**src/rtl/extint_pkg.sv**
```systemverilog
`timescale 1ns/1ps
package extint_pkg;

    // Register selector encoding, shared by write and read paths
    typedef enum logic [1:0] {
        SEL_FLAG   = 2'd0,
        SEL_ENABLE = 2'd1,
        SEL_GLOBAL = 2'd2,
        SEL_NONE   = 2'd3
    } reg_sel_e;

    typedef enum logic {
        OP_CLEAR = 1'b0,
        OP_SET   = 1'b1
    } reg_op_e;

    // One decoded register command
    typedef struct packed {
        logic     wr;
        reg_sel_e sel;
        reg_op_e  op;
    } reg_cmd_t;

    // Next value of one bit under a masked set/clear write
    function automatic logic apply_bit(logic cur, reg_op_e op, logic hit);
        if (!hit) return cur;
        return (op == OP_SET);
    endfunction

    // True when a command targets the given register
    function automatic logic cmd_hits(reg_cmd_t cmd, reg_sel_e which);
        return cmd.wr && (cmd.sel == which);
    endfunction

endpackage

```
**src/rtl/extint_edge.sv**
```systemverilog
`timescale 1ns/1ps
module extint_edge #(
    parameter int NUM_SRC     = 2,
    parameter int SYNC_STAGES = 2
) (
    input  logic               clk,
    input  logic               rst,
    input  logic [NUM_SRC-1:0] pin_i,
    output logic [NUM_SRC-1:0] fall_o
);

    for (genvar s = 0; s < NUM_SRC; s++) begin : g_src
        logic [SYNC_STAGES-1:0] chain_q;
        logic                   last_q;

        if (SYNC_STAGES > 1) begin : g_multi
            always_ff @(posedge clk) begin
                if (rst) begin
                    chain_q <= '1;
                end else begin
                    chain_q <= {chain_q[SYNC_STAGES-2:0], pin_i[s]};
                end
            end
        end else begin : g_single
            always_ff @(posedge clk) begin
                if (rst) begin
                    chain_q <= '1;
                end else begin
                    chain_q <= pin_i[s];
                end
            end
        end

        // Previous synchronised level, reset to the idle-high state
        always_ff @(posedge clk) begin
            if (rst) begin
                last_q <= 1'b1;
            end else begin
                last_q <= chain_q[SYNC_STAGES-1];
            end
        end

        assign fall_o[s] = last_q & ~chain_q[SYNC_STAGES-1];
    end

endmodule

```
**src/rtl/extint_flags.sv**
```systemverilog
`timescale 1ns/1ps
module extint_flags
    import extint_pkg::*;
#(
    parameter int NUM_SRC = 2
) (
    input  logic               clk,
    input  logic               rst,
    input  logic [NUM_SRC-1:0] fall_i,
    input  reg_cmd_t           cmd_i,
    input  logic [NUM_SRC-1:0] mask_i,
    output logic [NUM_SRC-1:0] flag_o,
    output logic [NUM_SRC-1:0] en_o
);

    logic hit_flag;
    logic hit_en;

    assign hit_flag = cmd_hits(cmd_i, SEL_FLAG);
    assign hit_en   = cmd_hits(cmd_i, SEL_ENABLE);

    for (genvar s = 0; s < NUM_SRC; s++) begin : g_bit
        logic flag_q;
        logic en_q;
        logic flag_sw;
        logic en_sw;

        assign flag_sw = apply_bit(flag_q, cmd_i.op, hit_flag && mask_i[s]);
        assign en_sw   = apply_bit(en_q,   cmd_i.op, hit_en   && mask_i[s]);

        // A fresh edge outranks a software clear in the same cycle
        always_ff @(posedge clk) begin
            if (rst) begin
                flag_q <= 1'b0;
                en_q   <= 1'b0;
            end else begin
                flag_q <= fall_i[s] ? 1'b1 : flag_sw;
                en_q   <= en_sw;
            end
        end

        assign flag_o[s] = flag_q;
        assign en_o[s]   = en_q;
    end

endmodule

```
**src/rtl/extint_gate.sv**
```systemverilog
`timescale 1ns/1ps
module extint_gate
    import extint_pkg::*;
#(
    parameter int NUM_SRC = 2
) (
    input  logic               clk,
    input  logic               rst,
    input  reg_cmd_t           cmd_i,
    input  logic               mask0_i,
    input  logic               ack_i,
    input  logic               ret_i,
    input  logic [NUM_SRC-1:0] flag_i,
    input  logic [NUM_SRC-1:0] en_i,
    output logic               gie_o,
    output logic               irq_o
);

    logic gie_q;
    logic pending;

    // Priority: vector entry, then return, then software
    always_ff @(posedge clk) begin
        if (rst) begin
            gie_q <= 1'b0;
        end else if (ack_i) begin
            gie_q <= 1'b0;
        end else if (ret_i) begin
            gie_q <= 1'b1;
        end else begin
            gie_q <= apply_bit(gie_q, cmd_i.op, cmd_hits(cmd_i, SEL_GLOBAL) && mask0_i);
        end
    end

    assign pending = |(flag_i & en_i);
    assign gie_o   = gie_q;
    assign irq_o   = gie_q & pending;

endmodule

```
**src/rtl/extint_ctrl.sv**
```systemverilog
`timescale 1ns/1ps
module extint_ctrl
    import extint_pkg::*;
#(
    parameter int NUM_SRC     = 2,
    parameter int SYNC_STAGES = 2,
    parameter int VEC_W       = 8,
    parameter int VECTOR_ADDR = 8
) (
    input  logic               clk,
    input  logic               rst,
    input  logic [NUM_SRC-1:0] ext_pin_i,
    input  logic               reg_wr_i,
    input  logic [1:0]         reg_sel_i,
    input  logic               reg_op_i,
    input  logic [NUM_SRC-1:0] reg_mask_i,
    output logic [NUM_SRC-1:0] reg_rdata_o,
    output logic               irq_o,
    output logic [VEC_W-1:0]   vector_o,
    input  logic               vec_ack_i,
    input  logic               reti_i
);

    reg_cmd_t           cmd;
    logic [NUM_SRC-1:0] fall_w;
    logic [NUM_SRC-1:0] flag_w;
    logic [NUM_SRC-1:0] en_w;
    logic               gie_w;

    assign cmd.wr  = reg_wr_i;
    assign cmd.sel = reg_sel_e'(reg_sel_i);
    assign cmd.op  = reg_op_e'(reg_op_i);

    extint_edge #(
        .NUM_SRC     (NUM_SRC),
        .SYNC_STAGES (SYNC_STAGES)
    ) u_edge (
        .clk    (clk),
        .rst    (rst),
        .pin_i  (ext_pin_i),
        .fall_o (fall_w)
    );

    extint_flags #(
        .NUM_SRC (NUM_SRC)
    ) u_flags (
        .clk    (clk),
        .rst    (rst),
        .fall_i (fall_w),
        .cmd_i  (cmd),
        .mask_i (reg_mask_i),
        .flag_o (flag_w),
        .en_o   (en_w)
    );

    extint_gate #(
        .NUM_SRC (NUM_SRC)
    ) u_gate (
        .clk     (clk),
        .rst     (rst),
        .cmd_i   (cmd),
        .mask0_i (reg_mask_i[0]),
        .ack_i   (vec_ack_i),
        .ret_i   (reti_i),
        .flag_i  (flag_w),
        .en_i    (en_w),
        .gie_o   (gie_w),
        .irq_o   (irq_o)
    );

    always_comb begin
        case (cmd.sel)
            SEL_FLAG:   reg_rdata_o = flag_w;
            SEL_ENABLE: reg_rdata_o = en_w;
            SEL_GLOBAL: reg_rdata_o = NUM_SRC'(gie_w);
            default:    reg_rdata_o = '0;
        endcase
    end

    assign vector_o = VEC_W'(VECTOR_ADDR);

endmodule

```
**config.mk**
```make
export PLATFORM = sky130hd
export DESIGN_NAME = extint_ctrl
export DESIGN_NICKNAME = d
export VERILOG_FILES = /design/src/rtl/extint_pkg.sv /design/src/rtl/extint_edge.sv /design/src/rtl/extint_flags.sv /design/src/rtl/extint_gate.sv /design/src/rtl/extint_ctrl.sv
export SDC_FILE = /design/constraint.sdc
export NUM_CORES = 1
export LEC_CHECK = 0
export BUFFER_PORTS_ARGS = -buffer_cell sky130_fd_sc_hd__buf_2
export CAP_MARGIN = 10
export CELL_PAD_IN_SITES_DETAIL_PLACEMENT = 0
export CELL_PAD_IN_SITES_GLOBAL_PLACEMENT = 2
export CORE_MARGIN = 2
export CORE_UTILIZATION = 27
export DETAILED_ROUTE_END_ITERATION = 8
export MAX_ROUTING_LAYER = met4
export PLACE_DENSITY = 0.75
export SYNTH_ARGS = -nofsm -noshare
export SYNTH_HDL_FRONTEND = slang
export SYNTH_SLANG_ARGS = --single-unit
```
**constraint.sdc**
```tcl
create_clock -name clk -period 1.35 [get_ports clk]
set_input_delay 0.2025 -clock clk [delete_from_list [all_inputs] [get_ports clk]]
set_output_delay 0.2025 -clock clk [all_outputs]
set_load 0.005 [all_outputs]
```
==> impl_metrics.json <==
{
  "crit_arrival_ns": 0.95,
  "multi_input_area_sq_um": 269.0,
  "r2r-start": "u_gate.gie_o",
  "cts_setup_buffers": 0,
  "htree_levels": 1,
  "portBuffers": 14,
  "grt_usage": 0.07152,
  "coreArea_sq_um": 1922,
  "holdBufCountCts": 0,
  "synth_area_leaders": "dfxtp_1, mux2i_1, buf_4, or2_2, and4bb_1",
  "cap_violations": 0,
  "min_path_type": "in -> reg",
  "ys_ff_latch": 11,
  "p_comb_frac": 0.107,
  "top_layer_used": "met4",
  "place_inst": 91,
  "p_int_mw": 0.4865,
  "drc": 0,
  "grt_max_degree": 12,
  "avgRoutedWirePerCell_microns": 8.232,
  "holdPathStages": 2,
  "drive_gt1_frac": 0.3676,
  "r2r_end": "u_gate.gie_o",
  "rsz0062_at_grt": "false",
  "postCtsResizedCells": 0,
  "hold_violations": 0,
  "crit_type": "reg -> out",
  "finalSetupTns_ns": 0,
  "dieArea_sq_um": 2381,
  "synth_area_leader_cell": "dfxtp_1",
  "fin_cells": 95,
  "drt-initial-drc-count": 0,
  "overflow": 0,
  "antenna_found_initial": 0,
  "status": "finished clean",
  "grt_pass1_wl_microns": 1269,
  "place_area_sq_um": 593.1,
  "min_from": "vec_ack_i",
  "postSynthAreaPerCell_sq_um": 10.03,
  "max_freq_mhz": 866.0,
  "ant_nets": 0,
  "clk_path_buf_depth": 2,
  "critPathCaptureType": "output port",
  "design_area_sq_um": 619.3,
  "power.density_nw_per_um2": 1008,
  "switching_power_mw": 0.1378,
  "drv_slew": 0,
  "irDropWorstVdd_mv": 0.4122,
  "layout_min_cycle_time_ns": 1.155,
  "yosys.area.top_type_share": 0.4065,
  "cts_buffers": 3,
  "die_x_microns": 48.80,
  "route.met3.wl_microns": 56,
  "seq_area_frac_synth": 0.4065,
  "dp_hpwl_microns": 620.2,
  "num_rows": 16,
  "clkLatencyLatePin_ns": 0.26,
  "wl_met1_microns": 372,
  "num_vias": 354,
  "grt_pass1_vias": 330,
  "pin_count": 23,
  "clock_sinks": 11,
  "drt-total-wl_microns": 782,
  "r2r_slack_ns": 0.52,
  "holdPathEnd": "u_gate.gie_o",
  "crit_required_ns": 1.15,
  "avgViaCountPerCell": 3.726,
  "netlist_instances": 54,
  "ys_types": 19,
  "chipHeight_microns": 48.80,
  "seq_power_share": 0.552,
  "fin_crit_sh": 0.8554,
  "gp_congestion": 0.6631,
  "cp-start-kind": "flip-flop",
  "firstDrtPassIters": 1,
  "crit_path_max_fanout": 3,
  "fillCellCount": 211,
  "swShare": 0.2207,
  "leakagePower_nw": 0.2785,
  "worst_clock_skew_ns": 0.0001974,
  "antenna_cells": 0,
  "clk_pin_slew_ns": 0.06,
  "start_util": 0.2819,
  "root_buffer": "clkbuf_4",
  "met2_length_microns": 346,
  "setup_viol": 0,
  "synthesis.area_sq_um": 541.8,
  "layout.nets": 81,
  "clkPwrFrac": 0.340,
  "worstSetupStartpoint": "u_flags.g_bit[0].en_q",
  "rr_worst_depth": 2,
  "syn2layout_area_growth_pct": 14.32,
  "ys_warn_count": 0,
  "tritoncts": "built",
  "seq_area_sq_um": 220.2
}
## how the worst max path moves through the flow
stage,end,slack [ns],cells after the start
2_1_floorplan,u_flags.g_bit[0].flag_q,0.43,4
3_3_place_gp,u_flags.g_bit[1].flag_q,0.31,4
3_5_place_dp,u_flags.g_bit[0].flag_q,0.32,4
4_1_cts,irq_o,0.17,3
5_1_grt,irq_o,0.12,3
6_report,irq_o,0.20,3
## Yosys cell counts
cell type / n
nand4b_1: 2
nand3b_1: 1
o21ai_0: 1
conb_1: 2
nand2b_1: 2
dfxtp_1: 11
nand4b_2: 1
nor2_1: 4
a21oi_1: 2
nor3_1: 1
or2_2: 6
buf_6: 1
clkbuf_1: 1
nor2b_1: 1
buf_4: 8
and4bb_1: 2
mux2i_1: 6
a22oi_1: 1
a2111oi_2: 1
## layout by cell type, fill, tap and decap left out, types with 2 or more instances in the layout
| cell | instances |
|---|---|
| dfxtp_1 | 11 |
| nand4b_1 | 2 |
| or2_2 | 6 |
| nand2b_1 | 2 |
| nor2_1 | 4 |
| a21oi_1 | 2 |
| mux2i_1 | 6 |
| and4bb_1 | 2 |
| buf_2 | 14 |
| clkbuf_4 | 3 |
| conb_1 | 8 |
## power by group through the flow
stage          combinational [mW]  clock [mW]  sequential, mW
6_report                   0.0670       0.212           0.345
5_1_grt                    0.0743       0.245           0.346
4_1_cts                    0.0680       0.232           0.345
3_5_place_dp               0.0680           0           0.352
3_3_place_gp               0.0673           0           0.352
2_1_floorplan              0.0587           0           0.351
## through the flow
step	total power [mW]	hold slack (ns)	setup slack [ns]	utilization
detailed placement	0.4204	0.3736	0.3246	0.3086
global route	0.6653	0.09268	0.1178	0.3223
global placement	0.4197	0.3724	0.3134	0.3086
floorplan	0.4092	0.2714	0.4258	-
finish	0.6243	0.09905	0.1952	0.3223
CTS	0.6443	0.08403	0.1741	0.3223
## state kept, by name (all words and copies together), names as in the netlist
register              flops
u_gate.gie_o              1
u_edge.g_src.chain_q      4
u_flags.g_bit.flag_q      2
u_flags.g_bit.en_q        2
u_edge.g_src.last_q       2
## layer usage
metal | GRT usage | vias up
met2 | 0.1050 | 15
met4 | 0.05714 | 0
met3 | 0.02454 | 2
met1 | 0.07854 | 140
li1 | - | 197
met5 | - | -
## logic make-up (layout without fill, tap and decap cells)
logic type / after synthesis / in the layout / share of synthesized area
AND/OR/NAND/NOR: 20 / 20 / 0.2610
flip-flops: 11 / 11 / 0.4065
buffers and inverters: 10 / 18 / 0.1386
multiplexers: 6 / 6 / 0.1109
AO/OA/AOI/OAI: 5 / 5 / 0.06927
other: 2 / 8 / 0.01386
## critical path, cell delays in order (launching register included)
cell and delay (ns):
dfxtp_1 0.32, a22oi_1 0.18, nor2b_1 0.06, buf_2 0.12
## layout make-up
| class | instances | share of cell area |
|---|---|---|
| Multi-Input combinational cell | 39 | 0.4343 |
| Sequential cell | 11 | 0.3556 |
| Clock buffer | 4 | 0.04242 |
| Timing Repair Buffer | 14 | 0.1131 |
| Tap cell | 27 | 0.05455 |
Power figures use the tool's default switching activity.
